### config.mk
export PLATFORM = sky130hd
export DESIGN_NAME = fpcmp_flags
export DESIGN_NICKNAME = d
export VERILOG_FILES = /design/src/rtl/fcmp_pkg.sv /design/src/rtl/fcmp_classify.sv /design/src/rtl/fcmp_order.sv /design/src/rtl/fcmp_decide.sv /design/src/rtl/fcmp_result_reg.sv /design/src/rtl/fpcmp_flags.sv
export SDC_FILE = /design/constraint.sdc
export NUM_CORES = 1
export LEC_CHECK = 0
export ABC_AREA = 0
export BUFFER_PORTS_ARGS = -buffer_cell sky130_fd_sc_hd__buf_4
export CAP_MARGIN = 25
export CORE_MARGIN = 5
export CORE_UTILIZATION = 45
export CTS_CLUSTER_SIZE = 14
export DETAILED_ROUTE_END_ITERATION = 12
export PLACE_DENSITY = 0.85
export SLEW_MARGIN = 20
export SYNTH_ARGS = -nofsm -noshare
export SYNTH_HDL_FRONTEND = slang
export SYNTH_HIERARCHICAL = 1
export SYNTH_SLANG_ARGS = --single-unit
export TNS_END_PERCENT = 50
### constraint.sdc
create_clock -name clk -period 1.8 [get_ports clk]
set_input_delay 0.18 -clock clk [delete_from_list [all_inputs] [get_ports clk]]
set_output_delay 0.18 -clock clk [all_outputs]
set_load 0.01 [all_outputs]
### src/rtl/fcmp_pkg.sv
package fcmp_pkg;

    typedef enum logic [0:0] {
        ST_IDLE = 1'b0,
        ST_SHOW = 1'b1
    } fcmp_state_e;

    typedef enum logic [1:0] {
        REL_EQ = 2'd0,
        REL_LT = 2'd1,
        REL_GT = 2'd2
    } fcmp_rel_e;

    typedef struct packed {
        logic n;
        logic z;
        logic c;
        logic v;
    } fcmp_nzcv_t;

    localparam fcmp_nzcv_t CODE_EQ    = '{n: 1'b0, z: 1'b1, c: 1'b1, v: 1'b0};
    localparam fcmp_nzcv_t CODE_LT    = '{n: 1'b1, z: 1'b0, c: 1'b0, v: 1'b0};
    localparam fcmp_nzcv_t CODE_GT    = '{n: 1'b0, z: 1'b0, c: 1'b1, v: 1'b0};
    localparam fcmp_nzcv_t CODE_UNORD = '{n: 1'b0, z: 1'b0, c: 1'b1, v: 1'b1};

endpackage

### src/rtl/fcmp_classify.sv
module fcmp_classify #(
    parameter int WIDTH = 32,
    parameter int EXP_W = 8
) (
    input  logic [WIDTH-1:0] opnd,
    output logic             is_nan,
    output logic             is_snan,
    output logic             mag_zero,
    output logic             neg
);
    localparam int FRAC_W = WIDTH - 1 - EXP_W;

    logic [EXP_W-1:0]  exp_f;
    logic [FRAC_W-1:0] frac_f;

    always_comb begin
        exp_f    = opnd[WIDTH-2 -: EXP_W];
        frac_f   = opnd[FRAC_W-1:0];
        // All-ones exponent with any fraction bit set marks a NaN.
        is_nan   = (&exp_f) && (|frac_f);
        // Top fraction bit clear means the NaN is the signalling kind.
        is_snan  = is_nan && !frac_f[FRAC_W-1];
        mag_zero = ~|opnd[WIDTH-2:0];
        neg      = opnd[WIDTH-1];
    end
endmodule

### src/rtl/fcmp_order.sv
module fcmp_order
    import fcmp_pkg::*;
#(
    parameter int WIDTH = 32
) (
    input  logic [WIDTH-1:0] val_d,
    input  logic [WIDTH-1:0] val_m,
    input  logic             d_neg,
    input  logic             m_neg,
    input  logic             d_zero,
    input  logic             m_zero,
    output fcmp_rel_e        rel
);
    logic raw_lt;
    logic raw_gt;

    always_comb begin
        raw_lt = val_d < val_m;
        raw_gt = val_d > val_m;
        rel    = REL_EQ;
        if ((val_d == val_m) || (d_zero && m_zero)) begin
            rel = REL_EQ;
        end else if (d_neg != m_neg) begin
            // With opposite signs, the negative operand is the smaller one.
            rel = d_neg ? REL_LT : REL_GT;
        end else if (d_neg ^ raw_lt) begin
            // Integer order of the bit patterns, reversed for negatives.
            rel = REL_LT;
        end else if (d_neg ^ raw_gt) begin
            rel = REL_GT;
        end
    end
endmodule

### src/rtl/fcmp_decide.sv
module fcmp_decide
    import fcmp_pkg::*;
(
    input  logic [1:0]  nan_any,
    input  logic [1:0]  nan_sig,
    input  logic        signal_mode,
    input  fcmp_rel_e   rel,
    output fcmp_nzcv_t  code,
    output logic        inv
);
    logic unord;

    always_comb begin
        unord = |nan_any;
        inv   = (|nan_sig) || (signal_mode && unord);
        code  = '0;
        if (unord) begin
            code = CODE_UNORD;
        end else begin
            unique case (rel)
                REL_EQ:  code = CODE_EQ;
                REL_LT:  code = CODE_LT;
                REL_GT:  code = CODE_GT;
                default: code = '0;
            endcase
        end
    end
endmodule

### src/rtl/fcmp_result_reg.sv
module fcmp_result_reg
    import fcmp_pkg::*;
(
    input  logic        clk,
    input  logic        rst_n,
    input  logic        in_valid,
    input  fcmp_nzcv_t  code_nxt,
    input  logic        inv_nxt,
    output logic        out_valid,
    output fcmp_nzcv_t  code_q,
    output logic        inv_q
);
    fcmp_state_e state_q;
    fcmp_state_e state_nxt;

    always_comb begin
        state_nxt = state_q;
        unique case (state_q)
            ST_IDLE: state_nxt = in_valid ? ST_SHOW : ST_IDLE;
            ST_SHOW: state_nxt = in_valid ? ST_SHOW : ST_IDLE;
            default: state_nxt = ST_IDLE;
        endcase
    end

    always_ff @(posedge clk or negedge rst_n) begin
        if (!rst_n) begin
            state_q <= ST_IDLE;
        end else begin
            state_q <= state_nxt;
        end
    end

    always_ff @(posedge clk or negedge rst_n) begin
        if (!rst_n) begin
            code_q <= '0;
            inv_q  <= 1'b0;
        end else if (in_valid) begin
            code_q <= code_nxt;
            inv_q  <= inv_nxt;
        end
    end

    assign out_valid = (state_q == ST_SHOW);

    p_valid_follows_r10: assert property (@(posedge clk) disable iff (!rst_n)
        in_valid |=> out_valid);
    p_valid_drops_r10: assert property (@(posedge clk) disable iff (!rst_n)
        !in_valid |=> !out_valid);
    p_hold_flags_r10: assert property (@(posedge clk) disable iff (!rst_n)
        !in_valid |=> ($stable(code_q) && $stable(inv_q)));
endmodule

### src/rtl/fpcmp_flags.sv
module fpcmp_flags
    import fcmp_pkg::*;
#(
    parameter int WIDTH = 32,
    parameter int EXP_W = 8
) (
    input  logic             clk,
    input  logic             rst_n,
    input  logic             in_valid,
    input  logic [WIDTH-1:0] op_d,
    input  logic [WIDTH-1:0] op_m,
    input  logic             signal_mode,
    input  logic             zero_m,
    output logic             out_valid,
    output logic [3:0]       nzcv,
    output logic             invalid
);
    localparam int N_OPS = 2;

    logic [WIDTH-1:0] m_eff;
    logic [WIDTH-1:0] opnd [N_OPS];
    logic [N_OPS-1:0] cls_nan;
    logic [N_OPS-1:0] cls_snan;
    logic [N_OPS-1:0] cls_zero;
    logic [N_OPS-1:0] cls_neg;
    fcmp_rel_e        rel;
    fcmp_nzcv_t       code_nxt;
    fcmp_nzcv_t       code_q;
    logic             inv_nxt;
    logic             inv_q;

    // The compare-against-zero option replaces the second operand with +0.
    assign m_eff   = zero_m ? '0 : op_m;
    assign opnd[0] = op_d;
    assign opnd[1] = m_eff;

    for (genvar g = 0; g < N_OPS; g++) begin : g_cls
        fcmp_classify #(.WIDTH(WIDTH), .EXP_W(EXP_W)) u_cls (
            .opnd     (opnd[g]),
            .is_nan   (cls_nan[g]),
            .is_snan  (cls_snan[g]),
            .mag_zero (cls_zero[g]),
            .neg      (cls_neg[g])
        );
    end

    fcmp_order #(.WIDTH(WIDTH)) u_order (
        .val_d  (op_d),
        .val_m  (m_eff),
        .d_neg  (cls_neg[0]),
        .m_neg  (cls_neg[1]),
        .d_zero (cls_zero[0]),
        .m_zero (cls_zero[1]),
        .rel    (rel)
    );

    fcmp_decide u_decide (
        .nan_any     (cls_nan),
        .nan_sig     (cls_snan),
        .signal_mode (signal_mode),
        .rel         (rel),
        .code        (code_nxt),
        .inv         (inv_nxt)
    );

    fcmp_result_reg u_reg (
        .clk       (clk),
        .rst_n     (rst_n),
        .in_valid  (in_valid),
        .code_nxt  (code_nxt),
        .inv_nxt   (inv_nxt),
        .out_valid (out_valid),
        .code_q    (code_q),
        .inv_q     (inv_q)
    );

    assign nzcv    = {code_q.n, code_q.z, code_q.c, code_q.v};
    assign invalid = inv_q;

    p_legal_code_r1: assert property (@(posedge clk) disable iff (!rst_n)
        out_valid |-> (nzcv inside {4'b0110, 4'b1000, 4'b0010, 4'b0011}));
    p_nan_unordered_r2: assert property (@(posedge clk) disable iff (!rst_n)
        (in_valid && (|cls_nan)) |=> (nzcv == 4'b0011));
    p_snan_invalid_r3: assert property (@(posedge clk) disable iff (!rst_n)
        (in_valid && (|cls_snan)) |=> invalid);
    p_ordered_quiet_r4: assert property (@(posedge clk) disable iff (!rst_n)
        (in_valid && !(|cls_nan)) |=> !invalid);
    p_zeros_equal_r5: assert property (@(posedge clk) disable iff (!rst_n)
        (in_valid && (&cls_zero)) |=> (nzcv == 4'b0110));
endmodule

==> results.ini <==
[setup_path]
worst-path-buf-inv = 2
critPathLaunchType = primary input
crit_path_max_incr_delay_ns = 0.44
r2r_start = u_reg/code_q[2]
critPathRequiredTime_ns = 1.93
worst_path_max_delay_cell = a2111o_1
worstPathCellList = buf_16, nor2b_4, inv_2, ha_4, a41oi_2, o21ai_1, a221o_1, a2111o_1, nor2_2, mux2i_2, nand2_1, mux2_4
rrSetupSlack_ns = 0.97
crit_start = zero_m
arrival_ns = 2.69
worstSetupPathType = primary input to flip-flop
endpoint_kind = flip-flop
path_max_fanout = 8
critical_path.top_delay_family = compound AO/OA/AOI/OAI gates

[power]
power_frac_comb = 0.688
pwr-share-seq = 0.164
ir_drop_v = 0.000311
p_total_uw = 956
power.density_mw_per_mm2 = 336
p_int_uw = 597
netSwitchingFraction = 0.375
clkPwrFrac = 0.148
power_leakage_uw = 0.00139
p_sw_uw = 358

[yosys]
synth.avg_cell_area_sq_um = 7.69
yosysWarnings = 6
synth.ff_latch_count = 6
async_reset_ff_frac = 1.00
synthCells = 202
synth_edf_count = 0
yosys-top-cells-area = ha_1 (26%), nor2b_1 (14%), dfrtp_1 (9.7%)
ys_seq_area_frac = 0.0967
syn_area_sq_mm = 0.00155
yosys.area.top_type = ha_1
synth_top_area_share = 0.258
syn_nets = 303
synth_cell_types = 35
synth_flop_cell = dfrtp_1

[detailed_routing]
drt_first_pass_iters = 5
ant_nets = 0
vias = 2180
drc_errors = 0
drt-initial-drc-count = 129
viasPerCell = 5.97
wire_per_inst_um = 19.3
wl_um = 7050

[sta]
fin_crit_ns = 2.55
fin_ws_ns = -0.751
worstMarginPinSlew_ns = 0.615
rsz0062_at_grt = true
final_max_slew_viol_count = 0
period_share = 1.42
hold_slack_ns = 0.105
fin_skew_ns = 0
clock.fmax_ghz = 0.392
relSlewSlack = 0.579
finalHoldViolations = 0
setup_viol = 5

[die]
die_area_sq_mm = 0.00473
coreArea_sq_mm = 0.00334
io_pins = 75
die_y_um = 68.7
start_util = 0.465
die_x_um = 68.7
row_count = 21

[clock_network]
root_buffer = clkbuf_4
clk-insertion-delay-late_ns = 0.25
clockBufferDepth = 2
clkSinkCount = 6
cts.clk_slew.worst_paths_ns = 0.05
cts_made_buffers = 3
cts_tree = yes
cts_max_level = 1

[final_layout]
nNetsFinal = 422
area_delta_synth_final_pct = 83.4
antenna_cells = 0
drive_gt1_frac = 0.564

[outcome]
status = finished, violations left
violations = setup timing

[global_routing]
grt_use_total = 0.285
grt_max_degree = 16
grt_pass1_wl_um = 10000
grt_overflow = 0
grt_pass1_vias = 2233
antenna_found_initial = 0

[placed_design]
dp_hpwl_um = 4640
io_buffers = 74
gp_congestion = 0.918
preCtsSetupSlack_ns = -0.988

[job]
cap_violations = 0

[min_path]
hp-class = primary input to flip-flop
hp-start = in_valid

==> cells by family after synthesis <==
family          count (synthesis)  synth area share
compound gates                 31             0.139
fa+ha+maj                      32             0.258
buf+inv                        41             0.114
flops                           6            0.0967
mux                             6            0.0427
simple gates                   86             0.350
==> synth_stat cells (3+ instances only) <==
library cell	instances
inv_1	34
nor2_2	3
nand4_1	12
nand3_1	3
nor3_1	3
ha_1	32
nor2b_1	34
mux2_2	5
nor4_1	12
a21oi_1	10
dfrtp_1	6
a2111oi_0	3
and4_1	4
nand2_1	4
nor2_1	3
a21o_1	5
buf_4	6
==> final cells by class <==
class,instances,area (sq um)
Fill cell,188,489
Clock buffer,3,22.5
Tap cell,46,57.6
Inverter,35,131
Multi-Input combinational cell,155,1520
Timing Repair Buffer,120,963
Sequential cell,6,150
==> power by group through the flow <==
stage	logic, uW	registers [uW]	clock network, uW
2_1_floorplan	249	162	0
3_3_place_gp	502	156	0
3_5_place_dp	523	157	0
4_1_cts	589	155	134
5_1_grt	706	158	155
6_report	657	157	141
==> repair_timing <==
item,4_1_cts,5_1_grt
buffers inserted,4,0
hold endpoints to repair,6,0
resized for setup,37,15
setup endpoints to repair,5,5
pin swaps,6,8
hold buffers,1,0
gates cloned,2,0
==> state kept, by name, indices dropped and copies added, names as in the netlist <==
register,count
u_reg/code_q,4
u_reg/inv_q,1
u_reg/out_valid,1
==> layout by cell type, fill, tap and decap left out, types with 8 or more instances in the layout <==
master,instances
nand4_1,12
nor2b_4,11
nor4_1,11
ha_1,22
a21oi_1,8
inv_1,30
nor2b_2,9
buf_4,116
nor2b_1,14
ha_4,10
==> path summary, 6_finish.rpt <==
check / to / cells past startpoint
hold / removal: u_reg/out_valid / 1
max in group asynchronous: u_reg/code_q[1] / 2
setup reg to reg: u_reg/code_q[2] / 1
setup / recovery: u_reg/code_q[1] / 12
hold reg to reg: u_reg/code_q[3] / 1
min in group asynchronous: u_reg/code_q[2] / 2
==> per-layer routing <==
metal,global-route usage,up-vias,share of wire
met5,0,-,0
met4,0.124,0,0.051
met3,0.0486,38,0.076
met2,0.540,154,0.51
met1,0.306,1018,0.36
li1,-,970,-
==> stage by stage <==
step                 util  area (sq um)  TNS (ns)  instances
floorplan               -          1660     -1.95        202
global placement    0.750          2500     -3.78        355
detailed placement  0.750          2500     -4.08        355
CTS                 0.830          2770     -1.71        365
global route        0.853          2850     -2.64        365
finish              0.853          2850     -2.55        365
(Power assumes the default switching activity.)
